**config.mk**
```make
export PLATFORM = sky130hd
export DESIGN_NAME = rx_frame_classifier
export DESIGN_NICKNAME = d
export VERILOG_FILES = /design/src/rtl/rx_cls_pkg.sv /design/src/rtl/rx_cfg_reg.sv /design/src/rtl/rx_frame_decide.sv /design/src/rtl/rx_frame_classifier.sv
export SDC_FILE = /design/constraint.sdc
export NUM_CORES = 1
export LEC_CHECK = 0
export ABC_CLOCK_PERIOD_IN_PS = 2000
export CORE_UTILIZATION = 41
export DETAILED_ROUTE_END_ITERATION = 10
export PLACE_DENSITY = 0.81
export SYNTH_ARGS = -nofsm -noshare
export SYNTH_HDL_FRONTEND = slang
export SYNTH_HIERARCHICAL = 1
export SYNTH_SLANG_ARGS = --single-unit
export TNS_END_PERCENT = 100
```
**constraint.sdc**
```tcl
create_clock -name clk_i -period 2 [get_ports clk_i]
set_input_delay 0.4 -clock clk_i [delete_from_list [all_inputs] [get_ports clk_i]]
set_output_delay 0.4 -clock clk_i [all_outputs]
set_load 0.02 [all_outputs]
```
**src/rtl/rx_cls_pkg.sv**
```systemverilog
package rx_cls_pkg;
  localparam int CFG_W = 16;
  localparam logic [5:0] CFG_ID  = 6'b000011;
  localparam logic [5:0] STAT_ID = 6'b000100;

  // configuration bit positions
  localparam int B_SKIP     = 6;
  localparam int B_STREAM   = 7;
  localparam int B_OK_EN    = 8;
  localparam int B_DMA_ONLY = 9;
  localparam int B_AUTO_DMA = 10;
  localparam int B_KEEP_CRC = 11;
  localparam int B_CRC_EN   = 12;
  localparam int B_RUNT_EN  = 13;
  localparam int B_EXTRA_EN = 14;

  // status bit positions
  localparam int S_OK    = 6;
  localparam int S_CRC   = 7;
  localparam int S_RUNT  = 8;
  localparam int S_EXTRA = 9;
  localparam int S_DMA   = 10;
  localparam int S_DISC  = 11;

  typedef struct packed {
    logic extra_en;
    logic runt_en;
    logic crc_en;
    logic keep_crc;
    logic auto_dma;
    logic dma_only;
    logic ok_en;
    logic stream;
  } cfg_t;
endpackage

```
**src/rtl/rx_cfg_reg.sv**
```systemverilog
module rx_cfg_reg
  import rx_cls_pkg::*;
(
  input  logic             clk_i,
  input  logic             rst_ni,
  input  logic             we_i,
  input  logic [CFG_W-1:0] wdata_i,
  output cfg_t             cfg_o,
  output logic [CFG_W-1:0] rdata_o,
  output logic             skip_o
);
  cfg_t cfg_q;
  logic skip_q;
  logic stream_ok;

  assign stream_ok = wdata_i[B_DMA_ONLY] | wdata_i[B_AUTO_DMA];

  always_ff @(posedge clk_i or negedge rst_ni) begin
    if (!rst_ni) begin
      cfg_q  <= '0;
      skip_q <= 1'b0;
    end else begin
      skip_q <= we_i & wdata_i[B_SKIP] & ~wdata_i[B_DMA_ONLY];
      if (we_i) begin
        cfg_q.stream   <= wdata_i[B_STREAM] & stream_ok;
        cfg_q.ok_en    <= wdata_i[B_OK_EN];
        cfg_q.dma_only <= wdata_i[B_DMA_ONLY];
        cfg_q.auto_dma <= wdata_i[B_AUTO_DMA];
        cfg_q.keep_crc <= wdata_i[B_KEEP_CRC];
        cfg_q.crc_en   <= wdata_i[B_CRC_EN];
        cfg_q.runt_en  <= wdata_i[B_RUNT_EN];
        cfg_q.extra_en <= wdata_i[B_EXTRA_EN];
      end
    end
  end

  always_comb begin
    rdata_o             = '0;
    rdata_o[5:0]        = CFG_ID;
    rdata_o[B_STREAM]   = cfg_q.stream;
    rdata_o[B_OK_EN]    = cfg_q.ok_en;
    rdata_o[B_DMA_ONLY] = cfg_q.dma_only;
    rdata_o[B_AUTO_DMA] = cfg_q.auto_dma;
    rdata_o[B_KEEP_CRC] = cfg_q.keep_crc;
    rdata_o[B_CRC_EN]   = cfg_q.crc_en;
    rdata_o[B_RUNT_EN]  = cfg_q.runt_en;
    rdata_o[B_EXTRA_EN] = cfg_q.extra_en;
  end

  assign cfg_o  = cfg_q;
  assign skip_o = skip_q;

  p_stream_gated_r11: assert property (@(posedge clk_i) disable iff (!rst_ni)
    cfg_q.stream |-> (cfg_q.dma_only | cfg_q.auto_dma));
  p_skip_cause_r10: assert property (@(posedge clk_i) disable iff (!rst_ni)
    skip_o |-> $past(we_i && wdata_i[B_SKIP] && !wdata_i[B_DMA_ONLY]));
endmodule

```
**src/rtl/rx_frame_decide.sv**
```systemverilog
module rx_frame_decide
  import rx_cls_pkg::*;
#(
  parameter int LEN_W     = 14,
  parameter int MIN_KEEP  = 8,
  parameter int MIN_GOOD  = 64,
  parameter int MAX_GOOD  = 1518,
  parameter int CRC_BYTES = 4
) (
  input  logic             clk_i,
  input  logic             rst_ni,
  input  cfg_t             cfg_i,
  input  logic             eof_i,
  input  logic [LEN_W-1:0] len_i,
  input  logic             crc_ok_i,
  input  logic             dma_ready_i,
  output logic             frame_valid_o,
  output logic             discard_o,
  output logic             dma_o,
  output logic             evt_ok_o,
  output logic             evt_crc_o,
  output logic             evt_runt_o,
  output logic             evt_extra_o,
  output logic [CFG_W-1:0] status_o,
  output logic [LEN_W-1:0] stored_len_o
);
  localparam logic [LEN_W-1:0] LIM_KEEP = LEN_W'(MIN_KEEP);
  localparam logic [LEN_W-1:0] LIM_MIN  = LEN_W'(MIN_GOOD);
  localparam logic [LEN_W-1:0] LIM_MAX  = LEN_W'(MAX_GOOD);
  localparam logic [LEN_W-1:0] CRC_LEN  = LEN_W'(CRC_BYTES);

  logic too_short, is_runt, is_long, use_dma;
  logic d_ok, d_crc, d_runt, d_extra;
  logic [CFG_W-1:0] stat_d;
  logic [LEN_W-1:0] len_d;

  always_comb begin
    too_short = len_i < LIM_KEEP;
    is_runt   = len_i < LIM_MIN;
    is_long   = len_i > LIM_MAX;
    // forced DMA overrides the conditional one
    use_dma   = cfg_i.dma_only | (cfg_i.auto_dma & dma_ready_i);
    d_runt    = cfg_i.runt_en & is_runt;
    d_extra   = cfg_i.extra_en & is_long;
    d_crc     = cfg_i.crc_en & ~crc_ok_i;
    d_ok      = cfg_i.ok_en & ~use_dma & crc_ok_i & ~is_runt & ~is_long;
    len_d     = cfg_i.keep_crc ? len_i : len_i - CRC_LEN;
    stat_d    = '0;
    stat_d[5:0] = STAT_ID;
    if (too_short) begin
      stat_d[S_DISC] = 1'b1;
      len_d          = '0;
    end else begin
      stat_d[S_OK]    = d_ok;
      stat_d[S_CRC]   = d_crc;
      stat_d[S_RUNT]  = d_runt;
      stat_d[S_EXTRA] = d_extra;
      stat_d[S_DMA]   = use_dma;
    end
  end

  always_ff @(posedge clk_i or negedge rst_ni) begin
    if (!rst_ni) begin
      frame_valid_o <= 1'b0;
      discard_o     <= 1'b0;
      dma_o         <= 1'b0;
      evt_ok_o      <= 1'b0;
      evt_crc_o     <= 1'b0;
      evt_runt_o    <= 1'b0;
      evt_extra_o   <= 1'b0;
      status_o      <= {{(CFG_W-6){1'b0}}, STAT_ID};
      stored_len_o  <= '0;
    end else begin
      frame_valid_o <= eof_i & ~too_short;
      discard_o     <= eof_i & too_short;
      dma_o         <= eof_i & ~too_short & use_dma;
      evt_ok_o      <= eof_i & ~too_short & d_ok;
      evt_crc_o     <= eof_i & ~too_short & d_crc;
      evt_runt_o    <= eof_i & ~too_short & d_runt;
      evt_extra_o   <= eof_i & ~too_short & d_extra;
      if (eof_i) begin
        status_o     <= stat_d;
        stored_len_o <= len_d;
      end
    end
  end

  p_discard_quiet_r3: assert property (@(posedge clk_i) disable iff (!rst_ni)
    discard_o |-> !(frame_valid_o | evt_ok_o | evt_crc_o | evt_runt_o | evt_extra_o | dma_o));
  p_ok_not_dma_r7: assert property (@(posedge clk_i) disable iff (!rst_ni)
    evt_ok_o |-> !dma_o);
  p_after_eof_r12: assert property (@(posedge clk_i) disable iff (!rst_ni)
    (frame_valid_o | discard_o) |-> $past(eof_i));
  p_status_hold_r12: assert property (@(posedge clk_i) disable iff (!rst_ni)
    !$past(eof_i) |-> $stable(status_o));
endmodule

```
**src/rtl/rx_frame_classifier.sv**
```systemverilog
module rx_frame_classifier
  import rx_cls_pkg::*;
#(
  parameter int LEN_W     = 14,
  parameter int MIN_KEEP  = 8,
  parameter int MIN_GOOD  = 64,
  parameter int MAX_GOOD  = 1518,
  parameter int CRC_BYTES = 4
) (
  input  logic             clk_i,
  input  logic             rst_ni,
  input  logic             cfg_we_i,
  input  logic [15:0]      cfg_wdata_i,
  output logic [15:0]      cfg_rdata_o,
  output logic             skip_o,
  input  logic             eof_i,
  input  logic [LEN_W-1:0] byte_cnt_i,
  input  logic             crc_ok_i,
  input  logic             dma_ready_i,
  output logic             frame_valid_o,
  output logic             discard_o,
  output logic             dma_o,
  output logic             evt_ok_o,
  output logic             evt_crc_o,
  output logic             evt_runt_o,
  output logic             evt_extra_o,
  output logic [15:0]      status_o,
  output logic [LEN_W-1:0] stored_len_o
);
  cfg_t cfg;

  rx_cfg_reg u_cfg (
    .clk_i   (clk_i),
    .rst_ni  (rst_ni),
    .we_i    (cfg_we_i),
    .wdata_i (cfg_wdata_i),
    .cfg_o   (cfg),
    .rdata_o (cfg_rdata_o),
    .skip_o  (skip_o)
  );

  rx_frame_decide #(
    .LEN_W(LEN_W), .MIN_KEEP(MIN_KEEP), .MIN_GOOD(MIN_GOOD),
    .MAX_GOOD(MAX_GOOD), .CRC_BYTES(CRC_BYTES)
  ) u_decide (
    .clk_i         (clk_i),
    .rst_ni        (rst_ni),
    .cfg_i         (cfg),
    .eof_i         (eof_i),
    .len_i         (byte_cnt_i),
    .crc_ok_i      (crc_ok_i),
    .dma_ready_i   (dma_ready_i),
    .frame_valid_o (frame_valid_o),
    .discard_o     (discard_o),
    .dma_o         (dma_o),
    .evt_ok_o      (evt_ok_o),
    .evt_crc_o     (evt_crc_o),
    .evt_runt_o    (evt_runt_o),
    .evt_extra_o   (evt_extra_o),
    .status_o      (status_o),
    .stored_len_o  (stored_len_o)
  );
endmodule

```
==> flow_metrics.env <==
export IMPL_p_comb_share_pct=23.8
export IMPL_dp_cells=283
export IMPL_yosys_area_top_type_share_pct=48.5
export IMPL_leakagePower_nw=1.21
export IMPL_synth_edf_count=0
export IMPL_grt_pass1_vias=1398
export IMPL_grt_util_all_layers_pct=18.1
export IMPL_fin_crit_ns=1.88
export IMPL_seq_power_share_pct=41.4
export IMPL_nNetsFinal=276
export IMPL_rsz0062_at_grt="no"
export IMPL_num_vias=1419
export IMPL_holdBufCountCts=0
export IMPL_path_buf_inv=1
export IMPL_grt_busiest_layer="met2"
export IMPL_antenna_found_initial=0
export IMPL_postCtsSetupBuffers=0
export IMPL_cts_root_buf="clkbuf_8"
export IMPL_ir_worst_vdd_uv=353
export IMPL_synth_top_area_cell="dfrtp_1"
export IMPL_detailed_place_hpwl_mm=3.05
export IMPL_slew_limit_headroom_pct=47.7
export IMPL_start_kind="register"
export IMPL_layout_cells_non_filler=291
export IMPL_detail_route_antenna_nets=0
export IMPL_arrival_ns=1.48
export IMPL_fin_skew_ns=0.00446
export IMPL_ys_types=42
export IMPL_syn_inst=162
export IMPL_core_um2=4350
export IMPL_async_reset_ff_share_pct=100
export IMPL_crit_required_ns=1.60
export IMPL_ctsResizeCount=0
export IMPL_critical_path_class="register to output port"
export IMPL_n_antenna_cell=0
export IMPL_layout_drive_gt1_share_pct=19.2
export IMPL_ys_seq_area_share_pct=48.5
export IMPL_clock_latency_ns=0.29
export IMPL_p_total_mw=2.00
export IMPL_yosys_warnings=6
export IMPL_status="finished, final reports clean"
export IMPL_critPathTopFamily="buffers and inverters"
export IMPL_critPathMaxStageDelay_ns=0.67
export IMPL_wl_per_cell_um=14.2
export IMPL_ys_ff_latch=36
export IMPL_gp_congestion=0.795
export IMPL_p_sw_share_pct=26.6
export IMPL_synthTopCellsByCount="dfrtp_1 (36), buf_4 (26), a22o_1 (11)"
export IMPL_fp_dieW_um=69.3
export IMPL_avgSynthCellArea_um2=11.5
export IMPL_clkPwrFrac_pct=34.8
export IMPL_overflow=0
export IMPL_p_int_mw=1.47
export IMPL_max_freq_ghz=0.531
export IMPL_numCtsBuffers=5
export IMPL_fin_util_pct=61.5
export IMPL_crit_slowest_cell="clkdlybuf4s50_1"
export IMPL_start_util_pct=42.7
export IMPL_cap_viol_max_count=0
export IMPL_area_growth_synth_to_final_pct=44.2
export IMPL_wirelength_mm=4.14
export IMPL_numPortBuffers=64
export IMPL_netlist_area_um2=1860
export IMPL_yosys_top_cells_area="dfrtp_1 (48%), buf_4 (11%), mux2_4 (5.7%)"
export IMPL_vias_per_cell=4.88
export IMPL_grt_max_degree=37
export IMPL_clk_pin_slew_ns=0.07
export IMPL_cts_htree_levels=2
export IMPL_grtUsageMet3_pct=4.51
export IMPL_setup_violations=0
export IMPL_remaining_drc_errors=0
export IMPL_die_area_um2=4810
export IMPL_critPathCaptureType="output port"
export IMPL_hold_path_class="primary input to async pin"
export IMPL_cp_cell_sequence="clkdlybuf4s50_1"
export IMPL_drtIter0Drc=108
export IMPL_die_h_um=69.3
export IMPL_grt_pass1_wl_mm=6.76
export IMPL_worstMarginPinSlew_ns=0.785
export IMPL_cts_sinks=36
export IMPL_io_pins=90
export IMPL_critPathMaxFanout=10
export IMPL_fin_crit_sh_pct=94.1
export IMPL_yosysMostFrequentCell="dfrtp_1"
export IMPL_hold_ws_ns=0.188
export IMPL_clock_path_buffers=2
export IMPL_tns_ns=0
export IMPL_p_sw_uw=534
export IMPL_cts_tree="built"
export IMPL_use_met1_pct=22.0
export IMPL_power_density_nw_per_um2=748
export IMPL_maxSlewViolCount=0
export IMPL_detail_route_first_pass_iterations=4
export IMPL_met2_usage_pct=30.9
export IMPL_finalHoldViolCount=0
export IMPL_rows=24
export IMPL_synth_main_ff_cell="dfrtp_1"
final timing paths:
path	from	end	slack (ns)	cells past startpoint
setup / recovery	u_cfg/cfg_o[4]	cfg_rdata_o[11]	0.12	1
hold / removal	rst_ni	u_decide/evt_crc_o	0.19	1
setup reg to reg	u_cfg/cfg_o[4]	u_decide/stored_len_o[12]	0.49	5
hold reg to reg	u_decide/status_o[8]	u_decide/status_o[8]	0.49	1
max in group asynchronous	rst_ni	u_decide/evt_extra_o	1.31	1
min in group clk_i	u_decide/status_o[8]	u_decide/status_o[8]	0.49	1
logic make-up after synthesis:
logic type,after synthesis,synth area share [%]
AND/OR/NAND/NOR,39,13.5
adder cells (fa/ha/maj),2,1.35
other,4,0.808
flip-flops,36,48.5
AO/OA/AOI/OAI,28,12.5
XOR/XNOR,10,4.71
buffers and inverters,36,13.1
multiplexers,7,5.66
area by class of cell:
| cell class | count | area (µm²) |
|---|---|---|
| Clock inverter | 1 | 30.0 |
| Clock buffer | 7 | 96.3 |
| Sequential cell | 36 | 901 |
| Tap cell | 52 | 65.1 |
| Multi-Input combinational cell | 104 | 767 |
| Inverter | 5 | 18.8 |
| Timing Repair Buffer | 86 | 801 |
| Fill cell | 367 | 1680 |
worst register-to-register path, delay by kind of cell, from the launching register on:
kind | cells | cell delay (ns)
AO/OA/AOI/OAI | 1 | 0.20
flip-flops | 1 | 0.49
XOR/XNOR | 1 | 0.09
AND/OR/NAND/NOR | 2 | 0.46
buffers and inverters | 1 | 0.17
cells in the final DEF (no fill, tap or decap), types with 2 or more instances in the layout:
cell type	netlist	final
nor2_1	9	9
inv_1	4	4
nand3_1	2	2
a211oi_1	2	2
nand4_1	2	2
o21ai_0	3	3
clkdlybuf4s50_1	0	63
conb_1	4	18
dfrtp_1	36	36
nand2_1	9	9
and4_2	2	2
xor2_1	4	4
o2bb2ai_1	2	2
nor4_1	3	3
clkbuf_8	0	7
buf_4	26	22
a22o_1	11	11
mux2_4	7	7
a21o_1	3	3
xnor2_1	6	6
ha_1	2	2
metal layers:
layer  vias to the layer above  wire, µm
met1                       683      1750
met2                        50      2150
li1                        681         -
met3                         5       180
met4                         0        55
met5                         -         0
power groups by stage:
stage	Clock (mW)	Sequential (mW)	Combinational, mW
6_report	0.697	0.829	0.478
5_1_grt	0.746	0.837	0.508
4_1_cts	0.718	0.829	0.482
3_5_place_dp	0	0.843	0.479
3_3_place_gp	0	0.841	0.470
2_1_floorplan	0	0.889	0.221
stage by stage:
| step | instance area (µm²) | setup WS (ns) |
|---|---|---|
| after floorplan | 1910 | 0.435 |
| after global placement | 2550 | -0.0963 |
| after detailed placement | 2550 | -0.145 |
| after CTS | 2680 | 0.0998 |
| after global routing | 2680 | 0.0453 |
| final | 2680 | 0.118 |
sequential cells by signal (all words and copies together) (netlist names):
name and count:
u_decide/stored_len_o 14, u_cfg/cfg_o 8, u_decide/status_o 6, u_cfg/skip_o 1, u_decide/discard_o 1, u_decide/dma_o 1
u_decide/evt_crc_o 1, u_decide/evt_extra_o 1, u_decide/evt_ok_o 1, u_decide/evt_runt_o 1, u_decide/frame_valid_o 1
Power figures use the tool's default switching activity.
